===== src/rtl/ival_timer_pkg.sv =====
package ival_timer_pkg;
  localparam int unsigned SCALE_W = 8;
  localparam int unsigned COUNT_W = 16;
  typedef logic [SCALE_W-1:0] scale_t;
  typedef logic [COUNT_W-1:0] count_t;
endpackage


===== src/rtl/ival_prescaler.sv =====
module ival_prescaler #(
  parameter int unsigned W = 8
) (
  input  logic         clk_i,
  input  logic         rst_ni,
  input  logic         en_i,
  input  logic         load_i,
  input  logic [W-1:0] load_val_i,
  input  logic [W-1:0] scale_i,
  output logic         tick_o
);
  logic [W-1:0] pcnt_q;

  assign tick_o = en_i && !load_i && (pcnt_q == '0);

  always_ff @(posedge clk_i or negedge rst_ni) begin
    if (!rst_ni)          pcnt_q <= '0;
    else if (load_i)      pcnt_q <= load_val_i;
    else if (en_i) begin
      if (pcnt_q == '0)   pcnt_q <= scale_i;
      else                pcnt_q <= pcnt_q - 1'b1;
    end
  end
endmodule


===== src/rtl/ival_downcount.sv =====
module ival_downcount #(
  parameter int unsigned W = 16
) (
  input  logic         clk_i,
  input  logic         rst_ni,
  input  logic         tick_i,
  input  logic         load_i,
  input  logic [W-1:0] load_val_i,
  input  logic [W-1:0] period_i,
  output logic [W-1:0] cnt_o,
  output logic         irq_o
);
  localparam logic [W-1:0] ONE = W'(1);

  always_ff @(posedge clk_i or negedge rst_ni) begin
    if (!rst_ni) begin
      cnt_o <= '0;
      irq_o <= 1'b0;
    end else begin
      irq_o <= !load_i && tick_i && (cnt_o == ONE);
      if (load_i)               cnt_o <= load_val_i;
      else if (tick_i) begin
        if (cnt_o == '0)        cnt_o <= period_i;
        else                    cnt_o <= cnt_o - 1'b1;
      end
    end
  end
endmodule


===== src/rtl/ival_timer.sv =====
module ival_timer
  import ival_timer_pkg::*;
(
  input  logic   clk_i,
  input  logic   rst_ni,
  input  logic   en_i,
  input  logic   scale_we_i,
  input  scale_t scale_d_i,
  input  logic   period_we_i,
  input  count_t period_d_i,
  input  logic   count_we_i,
  input  count_t count_d_i,
  output count_t count_o,
  output logic   irq_o
);
  scale_t scale_q;
  count_t period_q;
  logic   tick;

  always_ff @(posedge clk_i or negedge rst_ni) begin
    if (!rst_ni) begin
      scale_q  <= '0;
      period_q <= '0;
    end else begin
      if (scale_we_i)  scale_q  <= scale_d_i;
      if (period_we_i) period_q <= period_d_i;
    end
  end

  ival_prescaler #(.W(SCALE_W)) u_pre (
    .clk_i      (clk_i),
    .rst_ni     (rst_ni),
    .en_i       (en_i),
    .load_i     (scale_we_i),
    .load_val_i (scale_d_i),
    .scale_i    (scale_q),
    .tick_o     (tick)
  );

  ival_downcount #(.W(COUNT_W)) u_cnt (
    .clk_i      (clk_i),
    .rst_ni     (rst_ni),
    .tick_i     (tick),
    .load_i     (count_we_i),
    .load_val_i (count_d_i),
    .period_i   (period_q),
    .cnt_o      (count_o),
    .irq_o      (irq_o)
  );
endmodule


===== config.mk =====
export PLATFORM = sky130hd
export DESIGN_NAME = ival_timer
export DESIGN_NICKNAME = d
export VERILOG_FILES = /design/src/rtl/ival_timer_pkg.sv /design/src/rtl/ival_prescaler.sv /design/src/rtl/ival_downcount.sv /design/src/rtl/ival_timer.sv
export SDC_FILE = /design/constraint.sdc
export NUM_CORES = 1
export LEC_CHECK = 0
export BUFFER_PORTS_ARGS = -buffer_cell sky130_fd_sc_hd__buf_2
export CAP_MARGIN = 40
export CORE_ASPECT_RATIO = 1.25
export CORE_UTILIZATION = 45
export CTS_CLUSTER_SIZE = 12
export DETAILED_ROUTE_END_ITERATION = 10
export PLACE_DENSITY = 0.71
export SYNTH_ARGS = -nofsm -noshare
export SYNTH_HDL_FRONTEND = slang
export SYNTH_SLANG_ARGS = --single-unit

===== constraint.sdc =====
create_clock -name clk_i -period 2.7 [get_ports clk_i]
set_input_delay 0.54 -clock clk_i [delete_from_list [all_inputs] [get_ports clk_i]]
set_output_delay 0.54 -clock clk_i [all_outputs]
set_load 0.02 [all_outputs]

; ---- Word-level counts from Yosys, hierarchy flattened
; Cells that the tools add are included.
[totals]
elab_cells = 24
reg_bits = 49
[op_classes]
n_eq_ne = 1
n_addsub = 2
reduce_logical = 10
n_mux = 6
[ops]
columns = cell, count
row1 = 16-bit two-way mux, 3
row2 = 8-bit two-way mux, 3
row3 = 16-bit by 1-bit equality test with 1-bit output (second input constant), 1
row4 = 16-bit logical NOT, 1
row5 = 16-bit by 1-bit subtractor with 16-bit output (second input constant), 1
row6 = 8-bit logical NOT, 1
row7 = 8-bit by 1-bit subtractor with 8-bit output (second input constant), 1
row8 = 1-bit logical AND, 4
row9 = 2-bit nonzero test, 2
row10 = 1-bit logical NOT, 2

; ---- Logic depth before layout (Yosys ltp)
[depth]
ltp_word = 5
mapped_depth = 9

; ---- Cells and area by module
; From an unflattened synthesis, not the netlist that was laid out.
[unflattened]
hier_cells = 283
area_unflattened_um2 = 2951.6
[modules_own_cells]
columns = module, cells_per_inst, n_inst, area_each_um2
row1 = ival_downcount, 157, 1, 1377.6
row2 = ival_timer, 51, 1, 944.7
row3 = ival_prescaler, 75, 1, 629.4

; ---- Least setup slack after synthesis
; No wires, ideal clock.
[synth_timing]
path_type = reg-to-reg
start = reg u_pre.pcnt_q[0]
end = reg u_cnt.cnt_o[11]
arrival_time_ps = 2052
path_stages_with_launch = 10
setup_slack_ps = 520
cell_sequence = dfrtp_1 > inv_1 > ha_1 > or3b_1 > buf_2 > or4_4 > buf_6 > buf_6 > o31ai_2 > a21oi_1
[synth_between]
elab_chain_len = 3
[synth_lines]
columns = element, line_no
row1 = "start, declared", ival_prescaler.sv:12  ; logic [W-1:0] pcnt_q;
row2 = "start signal, assigned", ival_prescaler.sv:18  ; else if (load_i) pcnt_q <= load_val_i;
row3 = "start signal, assigned", ival_prescaler.sv:20  ; if (pcnt_q == '0) pcnt_q <= scale_i;
row4 = "start signal, assigned", ival_prescaler.sv:21  ; else pcnt_q <= pcnt_q - 1'b1;
row5 = 8-bit logical NOT, ival_prescaler.sv:14  ; assign tick_o = en_i && !load_i && (pcnt_q == '0);
row6 = 1-bit logical AND, ival_prescaler.sv:14
row7 = 2-bit nonzero test (no line), n/a
row8 = "end signal, assigned", ival_downcount.sv:21  ; if (load_i) cnt_o <= load_val_i;
row9 = "end signal, assigned", ival_downcount.sv:23  ; if (cnt_o == '0) cnt_o <= period_i;
row10 = "end signal, assigned", ival_downcount.sv:24  ; else cnt_o <= cnt_o - 1'b1;
row11 = "end, declared", ival_downcount.sv:10  ; output logic [W-1:0] cnt_o,
; No other way between the ends.
; A chain may end at the register's enable or synchronous reset.

; ---- Worst setup path in the final report
[layout_timing]
start = reg u_pre.pcnt_q[0]
end = reg u_pre.pcnt_q[0]
[layout_between]
elab_chain_len = 4
[layout_lines]
columns = element, line_no
row1 = 8-bit by 1-bit subtractor with 8-bit output or 8-bit logical NOT (tied branches), "ival_prescaler.sv:21, ival_prescaler.sv:20"
row2 = 8-bit two-way mux *, ival_prescaler.sv:20
row3 = 8-bit two-way mux *, ival_prescaler.sv:19  ; else if (en_i) begin
row4 = 8-bit two-way mux *, ival_prescaler.sv:18
; Every way passes the cells marked *; elsewhere a longest branch is shown, timed or not. The select of a mux whose other input is x is not followed.

==> summary.txt <==
Power and ir drop
  – Power per Cell Area: 503 mW/mm²
  – Pleak: 1.46 nW
  – Total Power: about 0.0016 W
  – Peak VDD IR: about 0.26 mV

Critical path
  – Crit Reg-Reg Endpoint: u_pre.pcnt_q[0]
  – Worst setup path start: u_pre.pcnt_q[0]
  – Crit path max fanout: 9
  – Arrival time at the worst endpoint: approximately 2.5 ns
  – Nature of the critical path endpoint: flip-flop
  – Setup CP Type: reg2reg
  – Reg2reg setup slack: 0.35 ns
  – RR Startpoint: u_pre.pcnt_q[0]
  – Startpoint Class: flip-flop
  – R2r worst-path depth: 7
  – Required time of the critical path: 2.87 ns

Drt
  – TritonRoute pass-1 iters: 4
  – Starting DRC count in detailed routing: 144
  – WL final: approximately 6300 µm
  – Routed Antenna Nets: 0
  – Via count: 2,344
  – Routed len/inst: between 10 and 15 µm
  – Drt drc: 0
  – Vias per std cell: 5.49

GRT
  – Grt met3 use: under 10%
  – GRT overflow: 0
  – First-pass GRT wire length: around 10,000 µm
  – Largest net degree at the start of global routing: 35
  – GR Util All Layers: roughly 20%
  – Met1 usage: roughly a quarter
  – Vias in the first global route: roughly 2,300
  – Busiest grt layer: met2
  – Met2 usage: between 30% and 40%
  – Initial antenna violation count: 0

Flow run
  – Max Cap Viol: 0

STA
  – Max-slew headroom at the worst pin: between 50% and 60%
  – Clk_skew: between 0.01 and 0.015 ns
  – Setup WS post-layout: 0.349 ns
  – Max-slew violations: 0
  – Unrepaired setup endpoints after global routing: false
  – Hold WS: between 0.2 and 0.25 ns
  – # setup viols final: 0
  – Fin Setup TNS: 0 ns
  – Final Hold Viols: 0
  – Highest clock rate: roughly 430 MHz
  – Final min period: roughly 2.4 ns
  – Slew at the pin closest to its max-slew limit: around 0.6 ns
  – Period utilization: slightly below 90%

Die
  – Starting Density: 47.2%
  – Core Box Area: about 0.006 mm²
  – Die width: about 72 µm
  – # rows: 31
  – Die area: between 0.006 and 0.007 mm²
  – Number of I/O pins: between 60 and 70
  – Die H: about 90 µm

Synth
  – Top cells by area, synth: dfrtp_1, mux2_2, mux2i_1, o21ai_0, nand2_1
  – Post-synth top area share: between 40% and 50%
  – Cell taking the most area after synthesis: dfrtp_1
  – Flops & latches, synth: 49
  – Ys flop type: dfrtp_1
  – Syn Nets: 340
  – Seq/Total Area, Yosys: between 40% and 50%
  – Post-synth EDFFs: 0
  – Post-Synthesis Cell Area: 0.00279 mm²
  – Synth Area per Inst: between 9 and 10 µm²
  – Number of library cell types mapped by synthesis: 51
  – Synth warn: 0
  – Post-Syn Instances: 289
  – Synth async-reset ratio: 100%

Clocking
  – Root Buffer: clkbuf_8
  – Number of hold buffers added after CTS: 0
  – Clock sinks: 49
  – CTS resizes: 0
  – Post-CTS Setup Repair Bufs: 0
  – Worst-Skew Late Latency: about 0.3 ns
  – H-tree depth: 2
  – Clock transition at the registers of the reported paths: around 0.090 ns
  – TritonCTS clock tree: done
  – CTS Buffer Depth: 2
  – Num CTS Buffers: 5

Run status
  – Status: completed

Placement
  – Pre-CTS setup slack: about 0.29 ns
  – Port bufs: 62
  – Dpl hpwl: 4630 µm
  – GPL Wtd Cong: roughly 0.86

Hold path
  – Hold Crit Class: in2async

Finish
  – N_diodes: 0
  – Nets: roughly 400
  – Syn-to-layout area delta: 16.5%
  – Filler cell count: between 500 and 600
  – Share of layout cells above drive strength 1: 29.3%
-- metrics by stage --
step | utilization, % | instance area [µm²] | cells
after floorplan | - | 2790 | 289
after global placement | 53.8 | 3170 | 421
after detailed placement | 53.8 | 3170 | 421
after CTS | 55.1 | 3250 | 427
after global routing | 55.1 | 3250 | 427
final | 55.1 | 3250 | 427
-- cell usage in the layout (no fill, tap or decap), types with 7 or more instances in the layout --
master,netlist,final
o21ai_0,26,26
nor2_1,12,12
mux2i_1,13,13
buf_2,1,62
nor3_1,7,7
mux2_2,17,17
dfrtp_1,49,49
o221ai_1,7,7
nand2_1,34,34
a21oi_1,13,13
inv_1,15,15
-- kinds of logic (layout without fill, tap and decap cells) --
family | count (synthesis) | in the layout | share of synthesized area (%)
AOI/OAI and AO/OA | 73 | 73 | 17.1
xor gates and xnor gates | 7 | 7 | 2.20
DFF | 49 | 49 | 44.0
buffers and inverters | 33 | 89 | 5.03
muxes | 30 | 30 | 11.5
adders and majority gates | 5 | 5 | 2.25
and+or+nand+nor | 92 | 92 | 17.8
-- synth_stat cells, types with 4 or more instances --
library cell / instances
a21o_1: 4
nor2b_1: 4
a21oi_1: 13
nor3_1: 7
clkbuf_1: 14
mux2_2: 17
o221ai_1: 7
or3_1: 5
o21ai_0: 26
ha_1: 5
nand3_1: 5
xnor2_1: 4
nor2_1: 12
dfrtp_1: 49
nand2_1: 34
inv_1: 15
mux2i_1: 13
-- sequential cells by signal, summed over array words and instances, names as in the netlist --
name / count
u_pre.pcnt_q: 8
u_cnt.cnt_o: 16
u_cnt.irq_o: 1
period_q: 16
scale_q: 8
-- layer usage --
| layer | vias to the layer above | part of all wire, % |
|---|---|---|
| met3 | 11 | 4.3 |
| met5 | - | 0 |
| met1 | 1113 | 42 |
| li1 | 1146 | - |
| met4 | 0 | 1.7 |
| met2 | 74 | 52 |
-- how the worst max path moves through the flow --
stage | cells after the start | to
2_1_floorplan | 9 | u_cnt.cnt_o[11]
3_3_place_gp | 6 | u_cnt.cnt_o[12]
3_5_place_dp | 6 | u_cnt.cnt_o[12]
4_1_cts | 7 | u_pre.pcnt_q[0]
5_1_grt | 7 | u_pre.pcnt_q[0]
6_report | 7 | u_pre.pcnt_q[0]
-- power breakdown --
group / leakage (nW) / switching, W / internal [W]
combinational: 0.826 / 0.000196 / 0.000160
sequential: 0.589 / 0.0000723 / 0.000803
clock: 0.0399 / 0.000230 / 0.000171
total: 1.46 / 0.000498 / 0.00113
-- critical path, stage by stage (launching register included) --
cell and delay (ns):
dfrtp_1 0.42, inv_1 0.11, ha_1 0.14, or3b_1 0.47, or4_1 0.60, o211ai_1 0.22, a21boi_0 0.18, o21ai_0 0.08
-- area by class of cell --
type	count	area (µm²)	area share, %
multi-input combinational	207	1420	43.7
timing repair buffer	68	368	11.3
inverter	15	56.3	1.73
clock inverter	1	5.00	0.154
clock buffer	5	68.8	2.12
sequential	49	1230	37.8
tap	82	103	3.16
Note: power is estimated with default switching activity, not from simulation.
